===== src/rtl/alu_psr_pkg.sv =====
package alu_psr_pkg;
  typedef enum logic [3:0] {
    OP_ADD = 4'd0,
    OP_SUB = 4'd1,
    OP_CMP = 4'd2,
    OP_AND = 4'd3,
    OP_OR  = 4'd4,
    OP_XOR = 4'd5,
    OP_MOV = 4'd6,
    OP_LUI = 4'd7,
    OP_LSH = 4'd8
  } alu_op_e;

  localparam int PSR_W = 5;
  localparam int PSR_F = 4;
  localparam int PSR_L = 3;
  localparam int PSR_C = 2;
  localparam int PSR_N = 1;
  localparam int PSR_Z = 0;

  function automatic logic op_writes(input logic [3:0] op);
    return (op <= 4'd8) && (op != 4'd2);
  endfunction
endpackage


===== src/rtl/alu_arith.sv =====
module alu_arith #(
  parameter int DATA_W = 16
) (
  input  logic [DATA_W-1:0] dst,
  input  logic [DATA_W-1:0] src,
  input  logic              sub,
  output logic [DATA_W-1:0] sum,
  output logic              carry,
  output logic              ovf,
  output logic              eq,
  output logic              ult,
  output logic              slt
);
  localparam int MSB = DATA_W - 1;
  logic [DATA_W:0] wide;

  always_comb begin
    if (sub) wide = {1'b0, dst} - {1'b0, src};
    else     wide = {1'b0, dst} + {1'b0, src};
    sum   = wide[MSB:0];
    carry = wide[DATA_W];
    if (sub) ovf = (dst[MSB] != src[MSB]) && (sum[MSB] != dst[MSB]);
    else     ovf = (dst[MSB] == src[MSB]) && (sum[MSB] != dst[MSB]);
    eq  = (dst == src);
    ult = (dst < src);
    slt = ($signed(dst) < $signed(src));
  end
endmodule


===== src/rtl/alu_logic.sv =====
module alu_logic
  import alu_psr_pkg::*;
#(
  parameter int DATA_W = 16
) (
  input  logic [3:0]        op,
  input  logic [DATA_W-1:0] dst,
  input  logic [DATA_W-1:0] src,
  output logic [DATA_W-1:0] res
);
  localparam int HALF_W = DATA_W / 2;
  localparam int MSB    = DATA_W - 1;

  always_comb begin
    case (op)
      OP_AND:  res = dst & src;
      OP_OR:   res = dst | src;
      OP_XOR:  res = dst ^ src;
      OP_MOV:  res = src;
      OP_LUI:  res = {src[HALF_W-1:0], {(DATA_W-HALF_W){1'b0}}};
      OP_LSH:  res = src[MSB] ? {1'b0, dst[MSB:1]} : {dst[MSB-1:0], 1'b0};
      default: res = '0;
    endcase
  end
endmodule


===== src/rtl/psr_reg.sv =====
module psr_reg
  import alu_psr_pkg::*;
(
  input  logic             clk,
  input  logic             rst,
  input  logic             upd_cf,
  input  logic             upd_lnz,
  input  logic             c_in,
  input  logic             f_in,
  input  logic             l_in,
  input  logic             n_in,
  input  logic             z_in,
  output logic [PSR_W-1:0] psr
);
  always_ff @(posedge clk) begin
    if (rst) begin
      psr <= '0;
    end else begin
      if (upd_cf) begin
        psr[PSR_C] <= c_in;
        psr[PSR_F] <= f_in;
      end
      if (upd_lnz) begin
        psr[PSR_L] <= l_in;
        psr[PSR_N] <= n_in;
        psr[PSR_Z] <= z_in;
      end
    end
  end

  p_keep_cf_r5: assert property (@(posedge clk) disable iff (rst)
    !upd_cf |=> ($stable(psr[PSR_C]) && $stable(psr[PSR_F])));
  p_keep_lnz_r4: assert property (@(posedge clk) disable iff (rst)
    !upd_lnz |=> ($stable(psr[PSR_L]) && $stable(psr[PSR_N]) && $stable(psr[PSR_Z])));
endmodule


===== src/rtl/alu_psr_unit.sv =====
module alu_psr_unit
  import alu_psr_pkg::*;
#(
  parameter int DATA_W = 16
) (
  input  logic              clk,
  input  logic              rst,
  input  logic              in_valid,
  input  logic [3:0]        op_code,
  input  logic [DATA_W-1:0] dst_operand,
  input  logic [DATA_W-1:0] src_operand,
  output logic              res_valid,
  output logic              wr_en,
  output logic [DATA_W-1:0] result,
  output logic [PSR_W-1:0]  psr_out
);
  logic [DATA_W-1:0] arith_sum, logic_res, next_res;
  logic carry, ovf, eq, ult, slt;
  logic is_arith, is_cmp, do_write, is_defined;

  always_comb begin
    is_arith   = (op_code == OP_ADD) || (op_code == OP_SUB);
    is_cmp     = (op_code == OP_CMP);
    is_defined = (op_code <= 4'd8);
    do_write   = in_valid && op_writes(op_code);
    next_res   = is_arith ? arith_sum : logic_res;
  end

  alu_arith #(.DATA_W(DATA_W)) u_arith (
    .dst(dst_operand), .src(src_operand), .sub(op_code != OP_ADD),
    .sum(arith_sum), .carry(carry), .ovf(ovf), .eq(eq), .ult(ult), .slt(slt)
  );

  alu_logic #(.DATA_W(DATA_W)) u_logic (
    .op(op_code), .dst(dst_operand), .src(src_operand), .res(logic_res)
  );

  psr_reg u_psr (
    .clk(clk), .rst(rst),
    .upd_cf(in_valid && is_arith), .upd_lnz(in_valid && is_cmp),
    .c_in(carry), .f_in(ovf), .l_in(ult), .n_in(slt), .z_in(eq),
    .psr(psr_out)
  );

  always_ff @(posedge clk) begin
    if (rst) begin
      res_valid <= 1'b0;
      wr_en     <= 1'b0;
      result    <= '0;
    end else begin
      res_valid <= in_valid && is_defined;
      wr_en     <= do_write;
      if (do_write) result <= next_res;
    end
  end

  p_cmp_no_write_r5: assert property (@(posedge clk) disable iff (rst)
    (in_valid && op_code == OP_CMP) |=> !wr_en);
  p_cmp_equal_r5: assert property (@(posedge clk) disable iff (rst)
    (in_valid && op_code == OP_CMP && dst_operand == src_operand) |=> psr_out[PSR_Z]);
  p_psr_hold_r9: assert property (@(posedge clk) disable iff (rst)
    (!in_valid || op_code > OP_CMP) |=> $stable(psr_out));
  p_idle_no_write_r10: assert property (@(posedge clk) disable iff (rst)
    !in_valid |=> (!wr_en && !res_valid));
  p_write_valid_r2: assert property (@(posedge clk) disable iff (rst)
    wr_en |-> res_valid);
endmodule


===== config.mk =====
export PLATFORM = sky130hd
export DESIGN_NAME = alu_psr_unit
export DESIGN_NICKNAME = d
export VERILOG_FILES = /design/src/rtl/alu_psr_pkg.sv /design/src/rtl/alu_arith.sv /design/src/rtl/alu_logic.sv /design/src/rtl/psr_reg.sv /design/src/rtl/alu_psr_unit.sv
export SDC_FILE = /design/constraint.sdc
export NUM_CORES = 1
export LEC_CHECK = 0
export BUFFER_PORTS_ARGS = -buffer_cell sky130_fd_sc_hd__buf_2
export CELL_PAD_IN_SITES_DETAIL_PLACEMENT = 0
export CELL_PAD_IN_SITES_GLOBAL_PLACEMENT = 2
export CORE_AREA = 3 3 112 114
export DETAILED_ROUTE_END_ITERATION = 6
export DIE_AREA = 0 0 115 117
export PLACE_DENSITY = 0.83
export SLEW_MARGIN = 10
export SYNTH_ARGS = -nofsm -noshare
export SYNTH_HDL_FRONTEND = slang
export SYNTH_HIERARCHICAL = 1
export SYNTH_SLANG_ARGS = --single-unit

===== constraint.sdc =====
create_clock -name clk -period 8.73 [get_ports clk]
set_clock_uncertainty 0.2 [all_clocks]
set_input_delay 1.3095 -clock clk [delete_from_list [all_inputs] [get_ports clk]]
set_output_delay 1.3095 -clock clk [all_outputs]
set_load 0.02 [all_outputs]

==> results of run 1 <==
## worst min path at each step
| stage | start | to | slack [ps] | cells after the start |
|---|---|---|---|---|
| after CTS | u_psr/psr[3]$_SDFFE_PP0P_ | u_psr/psr[3]$_SDFFE_PP0P_ | 290 | 2 |
| final | u_psr/psr[3]$_SDFFE_PP0P_ | u_psr/psr[3]$_SDFFE_PP0P_ | 290 | 2 |
| after global routing | u_psr/psr[1]$_SDFFE_PP0P_ | u_psr/psr[1]$_SDFFE_PP0P_ | 340 | 2 |
| after global placement | u_psr/psr[3]$_SDFFE_PP0P_ | u_psr/psr[3]$_SDFFE_PP0P_ | 270 | 2 |
| after floorplan | u_psr/psr[2]$_SDFFE_PP0P_ | u_psr/psr[2]$_SDFFE_PP0P_ | 380 | 2 |
| after detailed placement | u_psr/psr[3]$_SDFFE_PP0P_ | u_psr/psr[3]$_SDFFE_PP0P_ | 280 | 2 |
## synth_stat cells (6+ instances only)
library cell	count
nor2b_1	16
a211oi_2	11
mux2_2	10
a211oi_1	9
nor3_1	11
o221ai_1	9
nor2_1	33
xor2_1	6
clkbuf_1	23
dfxtp_1	23
nand2_1	22
buf_2	10
a31oi_1	20
o211ai_1	6
o21ai_0	11
xnor2_1	9
nand2b_1	8
ha_1	64
a32oi_1	6
inv_1	58
mux2i_1	30
a22oi_1	10
a21oi_1	41
## cell usage in the layout, fill, tap and decap left out, types with 9 or more instances in the layout
master    count
nor3_1       10
a22oi_1      10
xnor2_1       9
mux2_2       10
nand2_1      22
nor2b_1      16
o221ai_1      9
dfxtp_1      23
a211oi_1      9
mux2i_1      30
buf_2        61
ha_1         64
a21oi_1      41
inv_1        58
o21ai_0      11
a211oi_2     11
a31oi_1      20
nor2_1       33
## metrics by stage
stage	power, mW	hold slack [ps]	util (%)	instance area [um2]
after floorplan	0.280	379	-	4260
after detailed placement	0.348	279	39.6	4560
after global placement	0.347	274	39.6	4560
final	0.448	287	40.2	4630
after global routing	0.478	344	40.2	4630
after CTS	0.448	293	40.2	4630
## critical path, stage by stage
cell and delay, ps:
buf_2 240, inv_1 80, ha_1 340, nor2b_1 90, o311ai_1 670, a21oi_1 320, a311oi_1 390, a21oi_1 100
xnor2_1 150, mux2i_1 250, a211oi_2 110
## final cells by class
type / count / share of cell area [%]
inverters: 60 / 4.86
clock buffers: 4 / 1.70
multi-input cells: 423 / 72.6
well taps: 143 / 3.86
repair buffers: 64 / 7.07
flip-flops and latches: 23 / 9.94
## routing by layer
metal | vias up | track usage [%] | share of wire, %
li1 | 2059 | - | -
met1 | 1990 | 30.9 | 49
met2 | 140 | 32.1 | 43
met3 | 17 | 1.13 | 5.7
met4 | 0 | 5.01 | 1.9
met5 | - | 0 | 0
## report_power, final
part	internal, mW	total [mW]	switching (mW)	leakage, nW
Combinational	0.0876	0.234	0.146	1.90
Sequential	0.112	0.115	0.00311	0.189
Clock	0.0623	0.0989	0.0366	0.0382
## cell families after synthesis
family	synth area share, %
xor gates and xnor gates	3.08
muxes	9.96
buffers and inverters	10.4
adders and majority gates	19.7
DFF	10.8
and+or+nand+nor	16.7
AOI/OAI and AO/OA	29.3
==> results.sh, run 1 <==
export IMPL_reg2reg_from="result[15]$_SDFFE_PP0P_"
export IMPL_vias=4206
export IMPL_drt_pre_antenna_iters=5
export IMPL_status="complete, no violations"
export IMPL_max_freq_mhz=244
export IMPL_num_fill_cells=1200
export IMPL_yosys_area_top_type="ha_1"
export IMPL_startpoint_type="input port"
export IMPL_wl_um=13800
export IMPL_grt_max_degree=37
export IMPL_synthToLayoutAreaGrowth_pct=8.78
export IMPL_cts_made_buffers=3
export IMPL_ant_nets=0
export IMPL_avgViaCountPerCell=5.87
export IMPL_wl_per_cell_um=19.2
export IMPL_setup_ws_ps=4630
export IMPL_coreArea_mm2=0.0115
export IMPL_maxCapViolCount=0
export IMPL_fin_crit_ps=4100
export IMPL_dp_cells=713
export IMPL_setup_worst_path_end_class="flop"
export IMPL_finalCritPeriodShare_pct=47.0
export IMPL_cts_num_sinks=23
export IMPL_cts_resized=0
export IMPL_setup_violations=0
export IMPL_row_count=39
export IMPL_netlist_area_mm2=0.00426
export IMPL_clkSlewWorstSetupHoldPaths_ps=60
export IMPL_cts_htree_levels=1
export IMPL_dp_slack_ps=4450
export IMPL_syn_inst=547
export IMPL_critPathMaxFanout=8
export IMPL_fp_dieArea_mm2=0.0135
export IMPL_hold_buffers=0
export IMPL_final_layout_size_suffix_gt1_share_pct=17.1
export IMPL_hold_viol_final=0
export IMPL_drtIter0Drc=350
export IMPL_clock_root_buffer="clkbuf_16"
export IMPL_powerDensity_mw_per_mm2=96.6
export IMPL_port_buffer_count=61
export IMPL_cp_arrival_ps=4030
export IMPL_n_antenna_cell=0
export IMPL_clockBufferDepth=2
export IMPL_reg2reg_depth=2
export IMPL_grt_pass1_vias=3905
export IMPL_path_class="input port to flop"
export IMPL_relSlewSlack_pct=24.0
export IMPL_die_h_um=117
export IMPL_timing_reg2reg_setup_slack_ps=7800
export IMPL_yosysWarnings=6
export IMPL_grt_overflow=0
export IMPL_syn_avg_cell_area_um2=7.79
export IMPL_synth_nets=652
export IMPL_crit_required_ps=8650
export IMPL_p_leak_nw=2.13
export IMPL_yosysTopAreaCellShare_pct=18.8
export IMPL_drc=0
export IMPL_synth_edf_count=0
export IMPL_antenna_found_initial=0
export IMPL_insertion_delay_ps=260
export IMPL_fp_dieW_um=115
export IMPL_layout_nets=680
export IMPL_ios=62
export IMPL_crit_end="result[11]$_SDFFE_PP0P_"
export IMPL_synth_main_ff_cell="dfxtp_1"
export IMPL_yosys_top_cells_area="ha_1 19%, dfxtp_1 11%, mux2i_1 7.0%"
export IMPL_ys_seq_area_share_pct=10.8
export IMPL_setup_tns_ps=0
export IMPL_start_util_pct=37.0
export IMPL_seqCellArea_um2=460
export IMPL_grt_use_total_pct=20.6
export IMPL_synthArstFlopShare_pct=0
export IMPL_cts_tree="done"
export IMPL_place_congestion=0.906
export IMPL_postCtsSetupBuffers=0
export IMPL_grt_pass1_wl_um=22100
export IMPL_worst_pin_slew_ps=1140
export IMPL_hold_path_class="flop to flop"
export IMPL_peakVddDrop_mv=0.0673
export IMPL_multiInputGateArea_mm2=0.00336
export IMPL_ys_ff_latch=23
export IMPL_largest_reg_flops=16
export IMPL_hpwl_um=10900
export IMPL_rsz0062_at_grt="false"
export IMPL_finalNonFillerCells=717
export IMPL_slew_violations=0
export IMPL_yosysUniqueCellTypes=73
export IMPL_cp_startpoint="src_operand[1]"
export IMPL_reg2reg_to="result[15]$_SDFFE_PP0P_"
Note: power is estimated with default switching activity, not from simulation.
==> run 2: changes to the inputs <==
--- a/config.mk
+++ b/config.mk
@@ -8,10 +8,10 @@
 export BUFFER_PORTS_ARGS = -buffer_cell sky130_fd_sc_hd__buf_2
 export CELL_PAD_IN_SITES_DETAIL_PLACEMENT = 0
 export CELL_PAD_IN_SITES_GLOBAL_PLACEMENT = 2
-export CORE_AREA = 3 3 112 114
+export CORE_AREA = 3 3 122 124
 export DETAILED_ROUTE_END_ITERATION = 6
-export DIE_AREA = 0 0 115 117
-export PLACE_DENSITY = 0.83
+export DIE_AREA = 0 0 125 127
+export PLACE_DENSITY = 0.74
 export SLEW_MARGIN = 10
 export SYNTH_ARGS = -nofsm -noshare
 export SYNTH_HDL_FRONTEND = slang
==> constraint.sdc (replaced) <==
create_clock -name clk -period 3.4 [get_ports clk]
set_clock_uncertainty 0.2 [all_clocks]
set_input_delay 0.51 -clock clk [delete_from_list [all_inputs] [get_ports clk]]
set_output_delay 0.51 -clock clk [all_outputs]
set_load 0.02 [all_outputs]
==> results.sh, run 2 (synthesized netlist as in run 1, its figures left out) <==
export IMPL_cp_startpoint="src_operand[0]"
export IMPL_worst_pin_slew_ps=863
export IMPL_cp_arrival_ps=3010
export IMPL_ant_nets=0
export IMPL_slew_violations=0
export IMPL_timing_reg2reg_setup_slack_ps=2470
export IMPL_final_common_cell="ha_1"
export IMPL_critPathMaxStageDelay_ps=420
export IMPL_drc=0
export IMPL_clock_root_buffer="clkbuf_16"
export IMPL_avgViaCountPerCell=5.52
export IMPL_path_delay_family="compound AO/OA/AOI/OAI gates"
export IMPL_grt_overflow=0
export IMPL_max_freq_mhz=329
export IMPL_crit_slowest_cell="o31ai_1"
export IMPL_insertion_delay_ps=260
export IMPL_grt_use_total_pct=18.8
export IMPL_setup_violations=0
export IMPL_fin_crit_ps=3040
export IMPL_powerDensity_mw_per_mm2=244
export IMPL_reg2reg_to="result[0]$_SDFFE_PP0P_"
export IMPL_port_buffer_count=61
export IMPL_crit_end="result[14]$_SDFFE_PP0P_"
export IMPL_drt_pre_antenna_iters=5
export IMPL_maxCapViolCount=0
export IMPL_startpoint_type="input port"
export IMPL_reg2reg_depth=2
export IMPL_crit_required_ps=3370
export IMPL_cp_cell_sequence="buf_2, ha_1, fa_1, nor2b_1, o211a_1, o31ai_1, nand3_1, o211ai_1, xnor2_1, mux2i_1, a211oi_2"
export IMPL_setup_tns_ps=0
export IMPL_coreArea_mm2=0.0139
export IMPL_fp_dieArea_mm2=0.0159
export IMPL_start_util_pct=30.7
export IMPL_fp_dieW_um=125
export IMPL_hold_path_class="flop to flop"
export IMPL_vias=4289
export IMPL_status="complete, no violations"
export IMPL_reg2reg_from="result[0]$_SDFFE_PP0P_"
export IMPL_ios=62
export IMPL_hold_buffers=0
export IMPL_critPathMaxFanout=6
export IMPL_drtIter0Drc=366
export IMPL_hold_viol_final=0
export IMPL_grt_max_degree=36
export IMPL_setup_worst_path_end_class="flop"
export IMPL_p_leak_nw=2.24
export IMPL_peakVddDrop_mv=0.203
export IMPL_grt_pass1_vias=4169
export IMPL_path_depth=11
export IMPL_n_antenna_cell=0
export IMPL_cts_tree="done"
export IMPL_critPathBufInv=1
export IMPL_wl_per_cell_um=19.4
export IMPL_total_power_mw=1.18
export IMPL_synthToLayoutAreaGrowth_pct=13.9
export IMPL_relSlewSlack_pct=42.3
export IMPL_finalCritPeriodShare_pct=89.4
export IMPL_row_count=43
export IMPL_wl_um=15100
export IMPL_die_h_um=127
export IMPL_hpwl_um=12200
export IMPL_postCtsSetupBuffers=0
export IMPL_final_layout_size_suffix_gt1_share_pct=20.3
export IMPL_mostFrequentLayoutCells="64 x ha_1, 61 x buf_2, 58 x inv_1, 41 x a21oi_1, 33 x nor2_1"
export IMPL_cts_htree_levels=1
export IMPL_rsz0062_at_grt="false"
export IMPL_clkSlewWorstSetupHoldPaths_ps=60
export IMPL_cts_resized=0
export IMPL_cts_num_sinks=23
export IMPL_grt_pass1_wl_um=24200
export IMPL_cts_made_buffers=3
export IMPL_largest_reg_flops=16
export IMPL_antenna_found_initial=0
export IMPL_place_congestion=0.852
export IMPL_path_class="input port to flop"
export IMPL_clockBufferDepth=2
export IMPL_layout_nets=703
run 2: cell types whose count changed in the layout (fill, tap and decap cells not counted), sizes merged:
cell	change
buf	+23
run 2: stage by stage:
step | hold WS, ps | setup WS (ps) | util [%] | instances | area (um2)
final | 294 | 362 | 35.0 | 777 | 4850
after global routing | 334 | 131 | 35.0 | 777 | 4850
after CTS | 301 | 400 | 35.0 | 777 | 4850
after detailed placement | 283 | 130 | 34.4 | 773 | 4770
after global placement | 273 | 192 | 34.4 | 773 | 4770
after floorplan | 379 | 538 | - | 547 | 4260
run 2: layout make-up:
| cell class | instances | area (um2) |
|---|---|---|
| fillers | 1502 | 9030 |
| multi-input cells | 423 | 3360 |
| repair buffers | 87 | 500 |
| flip-flops and latches | 23 | 460 |
| inverters | 60 | 225 |
| well taps | 180 | 225 |
| clock buffers | 4 | 78.8 |
run 2: worst reg2reg max path, stage by stage, from the launching register on:
cell and delay (ps):
dfxtp_1 350, a31oi_1 60, a211oi_2 230
run 2: report_power, final:
part	internal [mW]	switching, mW
combinational	0.248	0.384
clock	0.160	0.0952
sequential	0.286	0.00868
run 2: worst min path at each step:
stage	from	end	slack, ps	cells after the start
CTS	u_psr/psr[2]$_SDFFE_PP0P_	u_psr/psr[2]$_SDFFE_PP0P_	300	2
detailed placement	u_psr/psr[2]$_SDFFE_PP0P_	u_psr/psr[2]$_SDFFE_PP0P_	280	2
global route	u_psr/psr[0]$_SDFFE_PP0P_	u_psr/psr[0]$_SDFFE_PP0P_	330	2
floorplan	u_psr/psr[2]$_SDFFE_PP0P_	u_psr/psr[2]$_SDFFE_PP0P_	380	2
finish	u_psr/psr[2]$_SDFFE_PP0P_	u_psr/psr[2]$_SDFFE_PP0P_	290	2
global placement	u_psr/psr[2]$_SDFFE_PP0P_	u_psr/psr[2]$_SDFFE_PP0P_	270	2
run 2: layer usage:
| metal | track usage (%) | routed length (um) | vias to the layer above |
|---|---|---|---|
| met3 | 1.71 | 626 | 10 |
| met2 | 30.3 | 6810 | 124 |
| met4 | 2.30 | 184 | 0 |
| li1 | - | - | 2099 |
| met5 | 0 | 0 | - |
| met1 | 27.9 | 7480 | 2056 |
